$ cat src/rtl/tmon_pkg.sv
package tmon_pkg;

  // Default geometry and calibration of the converter
  localparam int TMON_ADC_W      = 10;
  localparam int TMON_TEMP_W     = 8;
  localparam int TMON_ZERO_CODE  = 717;   // sample expected at 0 degC
  localparam int TMON_RECIP      = 9114;  // (2.25 V / 1024 / 15.8 mV) * 2^16
  localparam int TMON_RECIP_FRAC = 16;
  localparam int TMON_MIN_C      = -10;
  localparam int TMON_MAX_C      = 85;
  localparam int TMON_HOT_C      = 50;
  localparam int TMON_COOL_C     = 45;

  typedef enum logic {
    THERM_NORMAL = 1'b0,
    THERM_HOT    = 1'b1
  } therm_state_e;

endpackage

$ cat src/rtl/tmon_refresh_timer.sv
module tmon_refresh_timer #(
  parameter int PERIOD_TICKS = 600_000_000
) (
  input  logic clk,
  input  logic rst,
  input  logic done_in,
  output logic start_out,
  output logic accept_out
);

  localparam int CNT_W = (PERIOD_TICKS > 1) ? $clog2(PERIOD_TICKS) : 1;
  localparam logic [CNT_W-1:0] LAST = CNT_W'(PERIOD_TICKS - 1);

  logic [CNT_W-1:0] tick_cnt;
  logic             wrap;
  logic             pending;
  logic             start_q;

  assign wrap       = (tick_cnt == LAST);
  assign accept_out = done_in && pending;
  assign start_out  = start_q;

  always_ff @(posedge clk) begin
    if (rst) begin
      tick_cnt <= '0;
    end else if (wrap) begin
      tick_cnt <= '0;
    end else begin
      tick_cnt <= tick_cnt + 1'b1;
    end
  end

  // A refresh point is dropped while a request is still open
  always_ff @(posedge clk) begin
    if (rst) begin
      start_q <= 1'b0;
      pending <= 1'b0;
    end else begin
      start_q <= wrap && !pending;
      if (wrap && !pending) begin
        pending <= 1'b1;
      end else if (accept_out) begin
        pending <= 1'b0;
      end
    end
  end

endmodule

$ cat src/rtl/tmon_code_map.sv
module tmon_code_map #(
  parameter int ADC_W      = 10,
  parameter int TEMP_W     = 8,
  parameter int ZERO_CODE  = 717,
  parameter int RECIP      = 9114,
  parameter int RECIP_FRAC = 16,
  parameter int MIN_C      = -10,
  parameter int MAX_C      = 85
) (
  input  logic [ADC_W-1:0]  sample,
  output logic [TEMP_W-1:0] temp
);

  localparam int DIFF_W  = ADC_W + 2;
  localparam int RECIP_W = $clog2(RECIP + 1) + 1;
  localparam int PROD_W  = DIFF_W + RECIP_W + 1;
  localparam int HALF    = 1 << (RECIP_FRAC - 1);

  localparam logic signed [PROD_W-1:0] K_RECIP = PROD_W'(RECIP);
  localparam logic signed [PROD_W-1:0] K_HALF  = PROD_W'(HALF);
  localparam logic signed [PROD_W-1:0] K_LO    = PROD_W'(MIN_C);
  localparam logic signed [PROD_W-1:0] K_HI    = PROD_W'(MAX_C);
  localparam logic signed [DIFF_W-1:0] K_ZERO  = DIFF_W'(ZERO_CODE);

  logic signed [DIFF_W-1:0] diff;
  logic signed [PROD_W-1:0] diff_ext;
  logic signed [PROD_W-1:0] prod;
  logic signed [PROD_W-1:0] rounded;
  logic signed [PROD_W-1:0] scaled;

  always_comb begin
    diff     = K_ZERO - $signed({2'b00, sample});
    diff_ext = {{(PROD_W - DIFF_W){diff[DIFF_W-1]}}, diff};
    prod     = diff_ext * K_RECIP;
    rounded  = prod + K_HALF;
    scaled   = rounded >>> RECIP_FRAC;
    if (scaled < K_LO) begin
      temp = K_LO[TEMP_W-1:0];
    end else if (scaled > K_HI) begin
      temp = K_HI[TEMP_W-1:0];
    end else begin
      temp = scaled[TEMP_W-1:0];
    end
  end

endmodule

$ cat src/rtl/tmon_hot_hyst.sv
module tmon_hot_hyst
  import tmon_pkg::*;
#(
  parameter int TEMP_W = 8,
  parameter int HOT_C  = 50,
  parameter int COOL_C = 45
) (
  input  logic              clk,
  input  logic              rst,
  input  logic              load,
  input  logic [TEMP_W-1:0] temp,
  output logic              hot
);

  localparam logic signed [TEMP_W-1:0] K_TRIP    = TEMP_W'(HOT_C);
  localparam logic signed [TEMP_W-1:0] K_RELEASE = TEMP_W'(COOL_C);

  therm_state_e state;

  always_ff @(posedge clk) begin
    if (rst) begin
      state <= THERM_NORMAL;
    end else if (load) begin
      if ($signed(temp) >= K_TRIP) begin
        state <= THERM_HOT;
      end else if ($signed(temp) <= K_RELEASE) begin
        state <= THERM_NORMAL;
      end
    end
  end

  assign hot = (state == THERM_HOT);

endmodule

$ cat src/rtl/thermistor_temp_monitor.sv
module thermistor_temp_monitor
  import tmon_pkg::*;
#(
  parameter int ADC_W        = TMON_ADC_W,
  parameter int TEMP_W       = TMON_TEMP_W,
  parameter int PERIOD_TICKS = 600_000_000,
  parameter int ZERO_CODE    = TMON_ZERO_CODE,
  parameter int RECIP        = TMON_RECIP,
  parameter int RECIP_FRAC   = TMON_RECIP_FRAC,
  parameter int MIN_C        = TMON_MIN_C,
  parameter int MAX_C        = TMON_MAX_C,
  parameter int HOT_C        = TMON_HOT_C,
  parameter int COOL_C       = TMON_COOL_C
) (
  input  logic              clk,
  input  logic              rst,
  output logic              adc_start,
  input  logic              adc_done,
  input  logic [ADC_W-1:0]  adc_sample,
  output logic [TEMP_W-1:0] temp_code,
  output logic              hot
);

  logic              accept;
  logic [TEMP_W-1:0] mapped;
  logic [TEMP_W-1:0] temp_q;

  tmon_refresh_timer #(
    .PERIOD_TICKS(PERIOD_TICKS)
  ) u_timer (
    .clk       (clk),
    .rst       (rst),
    .done_in   (adc_done),
    .start_out (adc_start),
    .accept_out(accept)
  );

  tmon_code_map #(
    .ADC_W     (ADC_W),
    .TEMP_W    (TEMP_W),
    .ZERO_CODE (ZERO_CODE),
    .RECIP     (RECIP),
    .RECIP_FRAC(RECIP_FRAC),
    .MIN_C     (MIN_C),
    .MAX_C     (MAX_C)
  ) u_map (
    .sample(adc_sample),
    .temp  (mapped)
  );

  // Readout register, replaced whole on each accepted result
  always_ff @(posedge clk) begin
    if (rst) begin
      temp_q <= '0;
    end else if (accept) begin
      temp_q <= mapped;
    end
  end

  assign temp_code = temp_q;

  tmon_hot_hyst #(
    .TEMP_W(TEMP_W),
    .HOT_C (HOT_C),
    .COOL_C(COOL_C)
  ) u_hyst (
    .clk (clk),
    .rst (rst),
    .load(accept),
    .temp(mapped),
    .hot (hot)
  );

endmodule

$ cat config.mk
export PLATFORM = sky130hd
export DESIGN_NAME = thermistor_temp_monitor
export DESIGN_NICKNAME = d
export VERILOG_FILES = /design/src/rtl/tmon_pkg.sv /design/src/rtl/tmon_refresh_timer.sv /design/src/rtl/tmon_code_map.sv /design/src/rtl/tmon_hot_hyst.sv /design/src/rtl/thermistor_temp_monitor.sv
export SDC_FILE = /design/constraint.sdc
export NUM_CORES = 1
export LEC_CHECK = 0
export BUFFER_PORTS_ARGS = -buffer_cell sky130_fd_sc_hd__buf_2
export CELL_PAD_IN_SITES_DETAIL_PLACEMENT = 0
export CELL_PAD_IN_SITES_GLOBAL_PLACEMENT = 1
export CORE_AREA = 2 2 117 119
export DETAILED_ROUTE_END_ITERATION = 12
export DIE_AREA = 0 0 119 121
export PLACE_DENSITY = 0.76
export SETUP_SLACK_MARGIN = 0.15
export SLEW_MARGIN = 20
export SYNTH_ARGS = -nofsm -noshare
export SYNTH_HDL_FRONTEND = slang
export SYNTH_HIERARCHICAL = 1
export SYNTH_SLANG_ARGS = --single-unit
$ cat constraint.sdc
create_clock -name clk -period 14.8 [get_ports clk]
set_clock_uncertainty 0.05 [all_clocks]
set_input_delay 0.74 -clock clk [delete_from_list [all_inputs] [get_ports clk]]
set_output_delay 0.74 -clock clk [all_outputs]
set_load 0.1 [all_outputs]
* Yosys cells after proc, flatten, opt, wreduce, memory -nomap -nowiden *
Index checks and enable logic that the tools add are counted.

storage, ports and cells
  register bits after elaboration = 41
  bits of input ports = 13
  output and inout bits = 10

operators by class
  add/subtract/negate cells = 3
  multiply operators = 1
  $lt $le $gt $ge = 4
  equality and inequality tests = 1
  mux-type cells = 6
  reduce and logical (&&, ||, !) cells = 7

operators by type and width
  cell                      number
  $add A30 B1 Y30 const B   1
  $eq A30 B30 Y1 const B    1
  $add A26 B17 Y27 const B  1
  $mul A11 B14 Y25 const B  1
  $mux W8                   2
  $gt A12 B8 Y1 const B     1
  $lt A12 B5 Y1 const B     1
  $sub A10 B10 Y11 const A  1
  $ge A8 B7 Y1 const B      1
  $le A8 B7 Y1 const B      1
  $mux W1                   4
  $reduce_bool A2 Y1        2
  $logic_and A1 B1 Y1       2
  $reduce_and A2 Y1         1
  $reduce_or A2 Y1          1
  $logic_not A1 Y1          1

* Logic depth before layout (Yosys ltp) *
Gate-level depths: netlist of the first run.

  depth after elaboration = 9
  gate-level depth with buffers = 33
  mapped depth without buffers = 32

* By module *
The synthesis of the first run kept the hierarchy.

modules (own cells, without submodules)
  module                   instances  cells each  area an instance (um^2)  seq. area each (um^2)
  tmon_code_map            1          365         3,233.1                  0.0
  tmon_refresh_timer       1          165         1,510.2                  640.6
  thermistor_temp_monitor  1          26          285.3                    160.2
  tmon_hot_hyst            1          11          82.6                     20.0

* Least setup slack after synthesis of the first run *
OpenSTA, ideal clock, no wires.

  path kind = in2reg
  start point = input adc_sample[1]
  end point = register u_hyst.state (netlist: u_hyst/hot)
  library setup time = 0.116 ns
  data arrival time = 7.551 ns
  data required time = 14.634 ns
  setup slack = 7.082 ns
  stages = 30
  buffers on the path = 0
  cell sequence = ha_1 > a21oi_1 > nand2b_1 > a31oi_1 > xor2_1 > inv_1 > fa_1 > inv_1 > fa_1 > inv_1 > fa_1 > fa_1 > inv_1 > fa_1 > ha_1 > nand4_1 > o221ai_1 > or3_1 > and2_1 > ha_1 > inv_1 > nor2_1 > o21a_1 > a2111oi_2 > nor3_1 > nand4b_4 > a21o_1 > nor4_2 > nor3_1 > o211a_1

on the way
  longest elaborated chain between the ends = 9
  elaborated cells on any way between the ends = 12
  classes of those cells = 2 x add/sub; 1 x mul; 4 x order compare; 3 x mux; 2 x reduce/logical

ends and longest elaborated chain
  element                                              line                                      source
  start: declaration                                   thermistor_temp_monitor.sv:19             input logic [ADC_W-1:0] adc_sample,
  $sub A10 B10 Y11 *                                   tmon_code_map.sv:32                       diff = K_ZERO - $signed({2'b00, sample});
  $mul A11 B14 Y25 *                                   tmon_code_map.sv:34                       prod = diff_ext * K_RECIP;
  $add A26 B17 Y27 *                                   tmon_code_map.sv:35                       rounded = prod + K_HALF;
  $gt A12 B8 Y1                                        tmon_code_map.sv:39                       end else if (scaled > K_HI) begin
  $mux W8                                              tmon_code_map.sv:39
  $mux W8 *                                            tmon_code_map.sv:37                       if (scaled < K_LO) begin
  net mapped[2]                                        thermistor_temp_monitor.sv:25             logic [TEMP_W-1:0] mapped;
  $le A8 B7 Y1 / $ge A8 B7 Y1 (equally long branches)  tmon_hot_hyst.sv:26, tmon_hot_hyst.sv:24
  $reduce_bool A2 Y1 (no line)                         n/a
  $reduce_and A2 Y1 (no line)                          n/a
  end signal: assignment                               tmon_hot_hyst.sv:22                       state <= THERM_NORMAL;
  end signal: assignment                               tmon_hot_hyst.sv:25                       state <= THERM_HOT;
  end signal: assignment                               tmon_hot_hyst.sv:27                       state <= THERM_NORMAL;
  end: declaration                                     tmon_hot_hyst.sv:18                       therm_state_e state;

Mark *: on every way through the listed nets, which the timed path passes. The rest lies on a longest branch.
A chain may end at the register's enable or synchronous reset.

* Worst setup path after layout of the first run *
Ends and elaborated chain as after synthesis.

==> results.md, run 1 <==
- Outcome: finished, final reports clean
- Post-route minimum period: 8.16 ns
- Largest net degree at the start of global routing: 26
- Worst setup EP type: flip-flop
- Final setup viols: 0
- Setup crit start kind: input pin
- Final Slew Violations: 0
- Fin Setup TNS: 0 ns
- DP Wirelength: 8.87 mm
- Initial Util: 0.391
- Reg clk slew, reported paths: 0.06 ns
- RSZ-0062 raised after global routing: no
- CTS resizes: 0
- Die Height: 121 µm
- Most frequent cell after synthesis: inv_1
- Vias in the first global route: 4,125
- Pre-antenna DRT Iters: 4
- Period utilization: 0.551
- Syn Nets: 692
- DR WL/cell: 13.9 µm
- Seq/Total Area, Yosys: 0.161
- Max-cap check violation count: 0
- CP max stage cell: xor2_1
- Routed vias: 3,901
- Worst Hold Depth: 1
- Die X: 119 µm
- Area Growth Syn to Fin: 8.03%
- Number of H-tree levels: 2
- Critical path class: in2reg
- Routed Antenna Nets: 0
- Crit path max fanout: 7
- Worst reg2reg endpoint: u_timer/tick_cnt[7]
- Top-Level Pins: 23
- Vias per cell: 5.10
- DRT iter0 DRCs: 192
- Synthesized cell area: 0.00511 mm²
- Synthesized flop and latch total: 41
- Clock Latency Late Sink: 0.28 ns
- # clock sinks: 41
- Worst-Margin Slew: 0.978 ns
- IO buf count: 22
- Final Hold Viols: 0
- Leading area contributor after synthesis: ha_1
- Register-to-Register Path Depth: 5
- Mapped Cells: 567
- Nets: 713
- Synth top cells by count: 86 x inv_1, 77 x ha_1, 53 x nor2_1
- Cts-stage hold buffer count: 0
- Worst path most repeated cell: fa_1
- Largest stage delay, worst path: 0.63 ns
- Buf/Inv on CP: 5
- Number of synthesized flops with an enable pin: 0
- Ys Warns: 6
- HP Start: u_timer/pending
- CTS tree: done
- Ant. Diodes: 0
- Layout cells sized above 1: 0.117
- First-pass GRT wire length: 19.2 mm
- Row cnt: 42
- Worst min-delay path class: reg2reg
- WP data required: 14.92 ns
- Drt drc: 0
- CTS Buf Count: 5
- Rel. slew slack: 0.344
- Post-synth ARST share: 0
- Fmax: 123 MHz
- GRT Overall Usage: 0.160
- Core Area: 0.0131 mm²
- Final Wtd Congestion: 0.870
- Die area: 0.0144 mm²
- Top cell type's share of synthesized area: 0.188
- Post-Syn Area per Cell: 9.01 µm²
- Final WL: 10.6 mm
- R2r setup slk: 12.67 ns
- Total grt overflow: 0
- Setup bufs post-CTS: 0
- FF-to-FF Start: u_timer/tick_cnt[0]
- Synth cell types: 74
- Ys flop type: dfxtp_1
- Initial antenna violation count: 0
- Clock tree buffer depth: 2
- CTS Root Cell: clkbuf_16
- Util after Layout: 0.422
- Synth top area cells: ha_1 19%, dfxtp_1 16%, fa_1 14%, inv_1 6.3%, xnor2_1 4.5%
- CP top delay family: adder cells
- WHS Endpoint: u_timer/start_out
- Crit path arrival time: 8.28 ns
-- cell usage in the layout, fill, tap and decap left out, types with 2 or more instances in the layout --
master and n:
a21oi_2 2, nor4_2 7, nand3_1 20, and2_1 4, nor4b_2 2, buf_2 22
nand2b_1 2, a31oi_1 2, a211oi_1 4, o21a_1 4, nor2b_1 3, and3_1 9
nor2_1 53, or4_1 2, nand4_1 14, clkbuf_16 5, xnor2_1 26, nor3_1 16
and4bb_1 2, mux2i_1 10, or2_1 3, nor4_4 3, nand3_2 2, or3b_2 2
inv_1 86, and4_1 3, a21oi_1 18, clkinv_2 2, xor2_1 21, nand2_1 24
or3_1 4, dfxtp_1 41, o21ai_1 3, ha_1 77, a21o_1 7, nor2_2 2
o21ai_0 7, fa_1 35, o211ai_1 4
-- worst register-to-register path: stages, from the launching register on --
cell and delay [ns]:
dfxtp_1 0.38, ha_1 0.22, nand4_1 0.28, nor3_1 0.44, a21o_2 0.52, nor2_1 0.10
-- state kept, by name, summed over array words and instances (netlist names) --
register / flops
u_timer/tick_cnt: 30
temp_code: 8
u_hyst/hot: 1
u_timer/pending: 1
u_timer/start_out: 1
-- how the worst max path moves through the flow --
stage | cells past startpoint | startpoint | to | slack [ns]
after floorplan | 30 | adc_sample[1] | u_hyst/hot | 7.08
after global placement | 31 | adc_sample[1] | u_hyst/hot | 6.56
after CTS | 30 | adc_sample[1] | u_hyst/hot | 6.65
final | 30 | adc_sample[1] | u_hyst/hot | 6.64
after global routing | 29 | adc_sample[1] | u_hyst/hot | 5.99
after detailed placement | 30 | adc_sample[1] | u_hyst/hot | 6.41
-- cells by family (layout without fill, tap and decap cells) --
| logic type | count (synthesis) | count (layout) | synth area share |
|---|---|---|---|
| adders and majority gates | 112 | 112 | 0.326 |
| DFF | 41 | 41 | 0.161 |
| muxes | 10 | 10 | 0.0196 |
| and+or+nand+nor | 191 | 191 | 0.230 |
| buffers and inverters | 94 | 116 | 0.0754 |
| xor gates and xnor gates | 47 | 47 | 0.0805 |
| AOI/OAI and AO/OA | 72 | 72 | 0.108 |
-- cell type report --
class	count	area (µm²)
clock buffer	5	125
clock inverter	3	17.5
fill	1291	7560
inverter	86	323
multi-input combinational	432	3910
sequential	41	821
tap	176	220
timing repair buffer	22	110
-- through the flow --
stage                     hold slack [ns]  setup WS [ns]  area (µm²)  std cells
after global routing                0.450           5.99        5520        765
after global placement              0.391           6.56        5380        757
final                               0.415           6.64        5520        765
after floorplan                     0.376           7.08        5110        567
after detailed placement            0.406           6.41        5380        757
after CTS                           0.414           6.65        5520        765
-- routing by layer --
layer | wire length, µm | up-vias | global-route usage | share of wire
li1 | - | 1988 | - | -
met1 | 5030 | 1866 | 0.203 | 0.47
met2 | 5370 | 37 | 0.298 | 0.50
met3 | 167 | 10 | 0.0179 | 0.016
met4 | 72 | 0 | 0.0231 | 0.0068
met5 | 0 | - | 0 | 0
Power of run 1 is left out: the tool's default activity adds up to more than one toggle a clock period on the data nets, which glitch-free logic cannot reach.
==> run 2, diff against run 1 <==
Settings changed: ABC_AREA set to 1, CORE_AREA 2 2 117 119 to 2 2 122 124, DIE_AREA 0 0 119 121 to 0 0 124 126, PLACE_DENSITY 0.76 to 0.84.
Clock period 14.8 ns to 7.4 ns, I/O delays scaled along.
==> run 2 against run 1 <==
Compared with the run above: global-route usage grew 0.62 points; register-to-register slack lost 7.2 ns; largest cell class unchanged; flip-flop and latch count is the same; clock-buffer cell count grew 1.
==> results.md, run 2 <==
- Outcome: finished, final reports clean
- Final Slew Violations: 0
- Pre-antenna DRT Iters: 4
- Top cell type's share of synthesized area: 0.171
- Total grt overflow: 0
- Period utilization: 0.888
- Crit path max fanout: 7
- Mapped Cells: 850
- Ys Warns: 6
- R2r setup slk: 5.43 ns
- Worst-Margin Slew: 0.625 ns
- Critical path class: in2reg
- DP Wirelength: 10.4 mm
- Final WL: 12.2 mm
- Initial Util: 0.394
- WHS Endpoint: u_timer/start_out
- Final Hold Viols: 0
- Setup bufs post-CTS: 0
- DR WL/cell: 11.4 µm
- Clock tree buffer depth: 2
- Synth top cells by count: 228 x nand2_1, 166 x inv_1, 108 x nor2_1
- Largest net degree at the start of global routing: 31
- Number of synthesized flops with an enable pin: 0
- Seq/Total Area, Yosys: 0.145
- Rel. slew slack: 0.582
- Layout cells sized above 1: 0.120
- Die X: 124 µm
- Core Area: 0.0143 mm²
- Met3 Track Usage GR: 0.0145
- Vias per cell: 4.54
- CTS tree: done
- Leading area contributor after synthesis: ha_1
- Largest stage delay, worst path: 0.59 ns
- Drt drc: 0
- Vias in the first global route: 4,680
- FF-to-FF Start: u_timer/tick_cnt[0]
- # clock sinks: 41
- Worst Hold Depth: 4
- Clock Latency Late Sink: 0.29 ns
- Post-Syn Area per Cell: 6.64 µm²
- Gr busiest metal: met2
- Most frequent cell after synthesis: nand2_1
- HP Start: rst
- Fill cells: 1,537
- Synth cell types: 29
- Commonest non-fill, non-tap cell in the layout: nand2_1
- Nets: 1,004
- Synthesized cell area: 0.00564 mm²
- IO buf count: 22
- Worst path most repeated cell: nand2_1
- Number of H-tree levels: 2
- Die Height: 126 µm
- Ant. Diodes: 0
- Die area: 0.0156 mm²
- Most frequent cells in the layout: 227 x nand2_1, 166 x inv_1, 108 x nor2_1, 76 x ha_1, 54 x nand3_1
- Final Wtd Congestion: 0.823
- Crit path arrival time: 6.68 ns
- Setup crit start kind: input pin
- Post-route minimum period: 6.57 ns
- CTS Root Cell: clkbuf_16
- Worst reg2reg endpoint: u_timer/tick_cnt[11]
- M2 GR Usage: 0.277
- Worst min-delay path class: in2reg
- Routed Antenna Nets: 0
- Max-cap check violation count: 0
- RSZ-0062 raised after global routing: no
- Met1 GRT Util: 0.230
- Most flops, register: u_timer/tick_cnt
- CTS Buf Count: 5
- GRT Overall Usage: 0.166
- Fmax: 152 MHz
- Ys flop type: dfxtp_1
- First-pass GRT wire length: 21.3 mm
- Fin Setup TNS: 0 ns
- Initial antenna violation count: 0
- Routed vias: 4,830
- Reg clk slew, reported paths: 0.06 ns
- Final setup viols: 0
- DRT iter0 DRCs: 270
- Top-Level Pins: 23
- Max reg flops: 30
- Syn Nets: 975
- Multi-input gate area: 0.00415 mm²
- Synth top area cells: ha_1 17%, nand2_1 15%, dfxtp_1 15%, fa_1 12%, inv_1 11%
- Area Growth Syn to Fin: 9.29%
- Synthesized flop and latch total: 41
- Register-to-Register Path Depth: 8
- Post-synth ARST share: 0
- WP data required: 7.51 ns
- Row cnt: 44
- Worst setup EP type: flip-flop
- Storage cell area: 821 µm²
- CP max stage cell: fa_1
[run 2: cell types whose count changed in the layout (fill, tap and decap cells not counted), moves of 7 or more]
cell / previous run / this run
nand2_1: 24 / 227
inv_1: 86 / 166
nor2_1: 53 / 108
nand3_1: 20 / 54
nand2_2: 0 / 24
xnor2_1: 26 / 4
nor3_1: 16 / 0
nor2_2: 2 / 13
mux2i_1: 10 / 0
and3_1: 9 / 0
nand4_1: 14 / 5
a21oi_2: 2 / 9
nor4_2: 7 / 0
[run 2: worst max path at each step]
stage                  startpoint         end  slack [ns]  cells past startpoint
floorplan           adc_sample[1]  u_hyst/hot        0.80                     42
global placement    adc_sample[1]  u_hyst/hot        0.40                     43
detailed placement  adc_sample[1]  u_hyst/hot        0.28                     43
CTS                 adc_sample[1]  u_hyst/hot        0.58                     43
global route        adc_sample[1]  u_hyst/hot        0.13                     44
finish              adc_sample[1]  u_hyst/hot        0.83                     43
[run 2: critical path: cells and delay by family]
kind                       cells  cell delay [ns]
AOI/OAI and AO/OA              2             0.23
xor gates and xnor gates       1             0.18
adders and majority gates      8             3.18
buffers and inverters          8             0.60
and+or+nand+nor               24             2.10
[run 2: logic make-up (layout without fill, tap and decap cells)]
kind of cell    count (synthesis)  count (layout)  share of synthesized area
compound gates                 45              45                     0.0477
fa+ha+maj                     112             112                      0.295
flops                          41              41                      0.145
simple gates                  454             454                      0.355
buf+inv                       177             207                      0.124
xor+xnor                       21              21                     0.0326
[run 2: routing by layer]
metal | routed length, µm | share of wire
met5 | 0 | 0
met4 | 189 | 0.016
met3 | 209 | 0.017
met2 | 5760 | 0.47
met1 | 6000 | 0.49
[run 2: what timing repair did]
item / CTS / global route
hold buffers: 0 / 0
endpoints found under the setup margin: 0 / 5
gates resized for setup: 0 / 5
[run 2: through the flow]
| stage | hold WS [ns] | worst slack [ns] | std cells | util | area (µm²) |
|---|---|---|---|---|---|
| finish | 0.332 | 0.831 | 1064 | 0.431 | 6170 |
| floorplan | 0.380 | 0.803 | 850 | - | 5640 |
| global route | 0.355 | 0.129 | 1064 | 0.431 | 6170 |
| CTS | 0.330 | 0.577 | 1064 | 0.429 | 6140 |
| global placement | 0.390 | 0.404 | 1056 | 0.417 | 5970 |
| detailed placement | 0.402 | 0.284 | 1056 | 0.417 | 5970 |
[run 2: area by class of cell]
| type | count | share of cell area |
|---|---|---|
| inverters | 172 | 0.105 |
| clock inverters | 2 | 0.00609 |
| flip-flops and latches | 41 | 0.133 |
| clock buffers | 6 | 0.0225 |
| multi-input cells | 632 | 0.672 |
| repair buffers | 27 | 0.0239 |
| well taps | 184 | 0.0373 |
Power of run 2 is left out for the same reason.
==> run 3, diff against run 2 <==
Settings changed: ABC_AREA 1 to 0, CORE_AREA 2 2 122 124 to 2 2 117 119, DIE_AREA 0 0 124 126 to 0 0 119 121, PLACE_DENSITY 0.84 to 0.79.
==> run 3 against run 2 <==
Compared with the run above: first-iteration DRC count shrank 40%; sequential share of layout area is 0.17 points higher; final area is 1.2% lower; clock-buffer cell count did not move; non-clock buffer count rose by 43; highest routed layer unchanged; via count is 15% lower.
==> results.md, run 3 (synthesis results as in run 1) <==
- Total grt overflow: 0
- CP max stage cell: fa_1
- CP Capture Point: u_hyst/hot
- Worst reg2reg endpoint: u_timer/tick_cnt[7]
- Core Area: 0.0131 mm²
- WP data required: 7.52 ns
- Die area: 0.0144 mm²
- Most flops, register: u_timer/tick_cnt
- Most frequent cells in the layout: 82 x inv_1, 70 x ha_1, 53 x nor2_1, 48 x buf_4, 41 x dfxtp_1
- CTS Root Cell: clkbuf_16
- Worst min-delay path class: in2reg
- Max-cap check violation count: 0
- Area Growth Syn to Fin: 19.2%
- Final Wtd Congestion: 0.902
- Clock Latency Late Sink: 0.28 ns
- Top-Level Pins: 23
- Max reg flops: 30
- Cts-stage hold buffer count: 0
- Routed Antenna Nets: 0
- Clock tree buffer depth: 2
- Die X: 119 µm
- RSZ-0062 raised after global routing: no
- Nets: 761
- Fmax: 143 MHz
- Worst Hold Depth: 3
- Pre-antenna DRT Iters: 4
- Layout cells sized above 1: 0.229
- Final Slew Violations: 0
- Period utilization: 0.946
- Post-route minimum period: 7.00 ns
- Outcome: finished, final reports clean
- First-pass GRT wire length: 19.8 mm
- Die Height: 121 µm
- Largest net degree at the start of global routing: 26
- # clock sinks: 41
- Drt drc: 0
- R2r setup slk: 5.21 ns
- GRT Overall Usage: 0.163
- Number of H-tree levels: 2
- Register-to-Register Path Depth: 5
- Reg clk slew, reported paths: 0.06 ns
- Crit path from: adc_sample[1]
- HP Start: adc_done
- Final Hold Viols: 0
- Critical path class: in2reg
- Crit path max fanout: 6
- Initial Util: 0.391
- DRT iter0 DRCs: 163
- Worst-Margin Slew: 0.570 ns
- Initial antenna violation count: 0
- Vias in the first global route: 4,246
- FF-to-FF Start: u_timer/tick_cnt[0]
- Final WL: 11.4 mm
- CTS tree: done
- Worst setup EP type: flip-flop
- Row cnt: 42
- Largest stage delay, worst path: 0.56 ns
- IO buf count: 22
- Crit path arrival time: 7.12 ns
- Util after Layout: 0.466
- Worst path most repeated cell: fa_1
- Routed vias: 4,123
- Commonest non-fill, non-tap cell in the layout: inv_1
- Final setup viols: 0
- DP Wirelength: 9.20 mm
- Ant. Diodes: 0
- DR WL/cell: 14.0 µm
- CTS Buf Count: 5
- Vias per cell: 5.07
- Rel. slew slack: 0.620
- Setup crit start kind: input pin
## run 3: cell count changes in the layout (fill, tap and decap cells not counted), moves of 11 or more
cell / previous run / this run
xnor2_1: 4 / 26
nor2_1: 108 / 53
nand3_1: 54 / 19
buf_4: 5 / 48
nand2_1: 227 / 24
inv_1: 166 / 82
nor3_1: 0 / 14
nor2_2: 13 / 2
nand2_2: 24 / 0
## run 3: how the worst min path moves through the flow
stage	to	slack [ns]
2_1_floorplan	u_timer/tick_cnt[0]	0.38
3_5_place_dp	u_timer/tick_cnt[0]	0.40
3_3_place_gp	u_timer/tick_cnt[0]	0.39
4_1_cts	u_timer/pending	0.32
6_report	u_timer/pending	0.32
5_1_grt	u_timer/pending	0.33
## run 3: final cells by class
| type | count | area [µm²] |
|---|---|---|
| sequential | 41 | 821 |
| timing repair buffer | 70 | 470 |
| inverter | 86 | 323 |
| multi-input combinational | 432 | 4080 |
| fill | 1240 | 6990 |
| clock inverter | 2 | 37.5 |
| clock buffer | 6 | 139 |
| tap | 176 | 220 |
## run 3: what timing repair did
item	CTS	global route
endpoints found under the setup margin	0	8
buffers inserted	0	9
gates resized for setup	0	40
## run 3: worst max-delay path, delay by kind of cell
kind | cells | cell delay [ns]
fa+ha+maj | 8 | 3.07
simple gates | 11 | 2.14
xor+xnor | 1 | 0.28
compound gates | 5 | 0.75
buf+inv | 5 | 0.50
## run 3: through the flow
| step | setup TNS (ns) | hold WS, ns | instances | cell area, µm² | worst slack (ns) |
|---|---|---|---|---|---|
| after floorplan | 0 | 0.376 | 567 | 5120 | 0.200 |
| after global placement | 0 | 0.389 | 796 | 5680 | 0.0187 |
| after detailed placement | -0.0759 | 0.399 | 796 | 5680 | -0.0759 |
| after CTS | 0 | 0.318 | 804 | 5860 | 0.185 |
| after global routing | 0 | 0.332 | 813 | 6090 | 0.106 |
| final | 0 | 0.321 | 813 | 6090 | 0.400 |
## run 3: per-layer routing
layer,GRT usage,share of wire
met3,0.0188,0.014
met2,0.292,0.51
met4,0.0268,0.010
met5,0,0
met1,0.215,0.47
Power of run 3 is left out for the same reason.
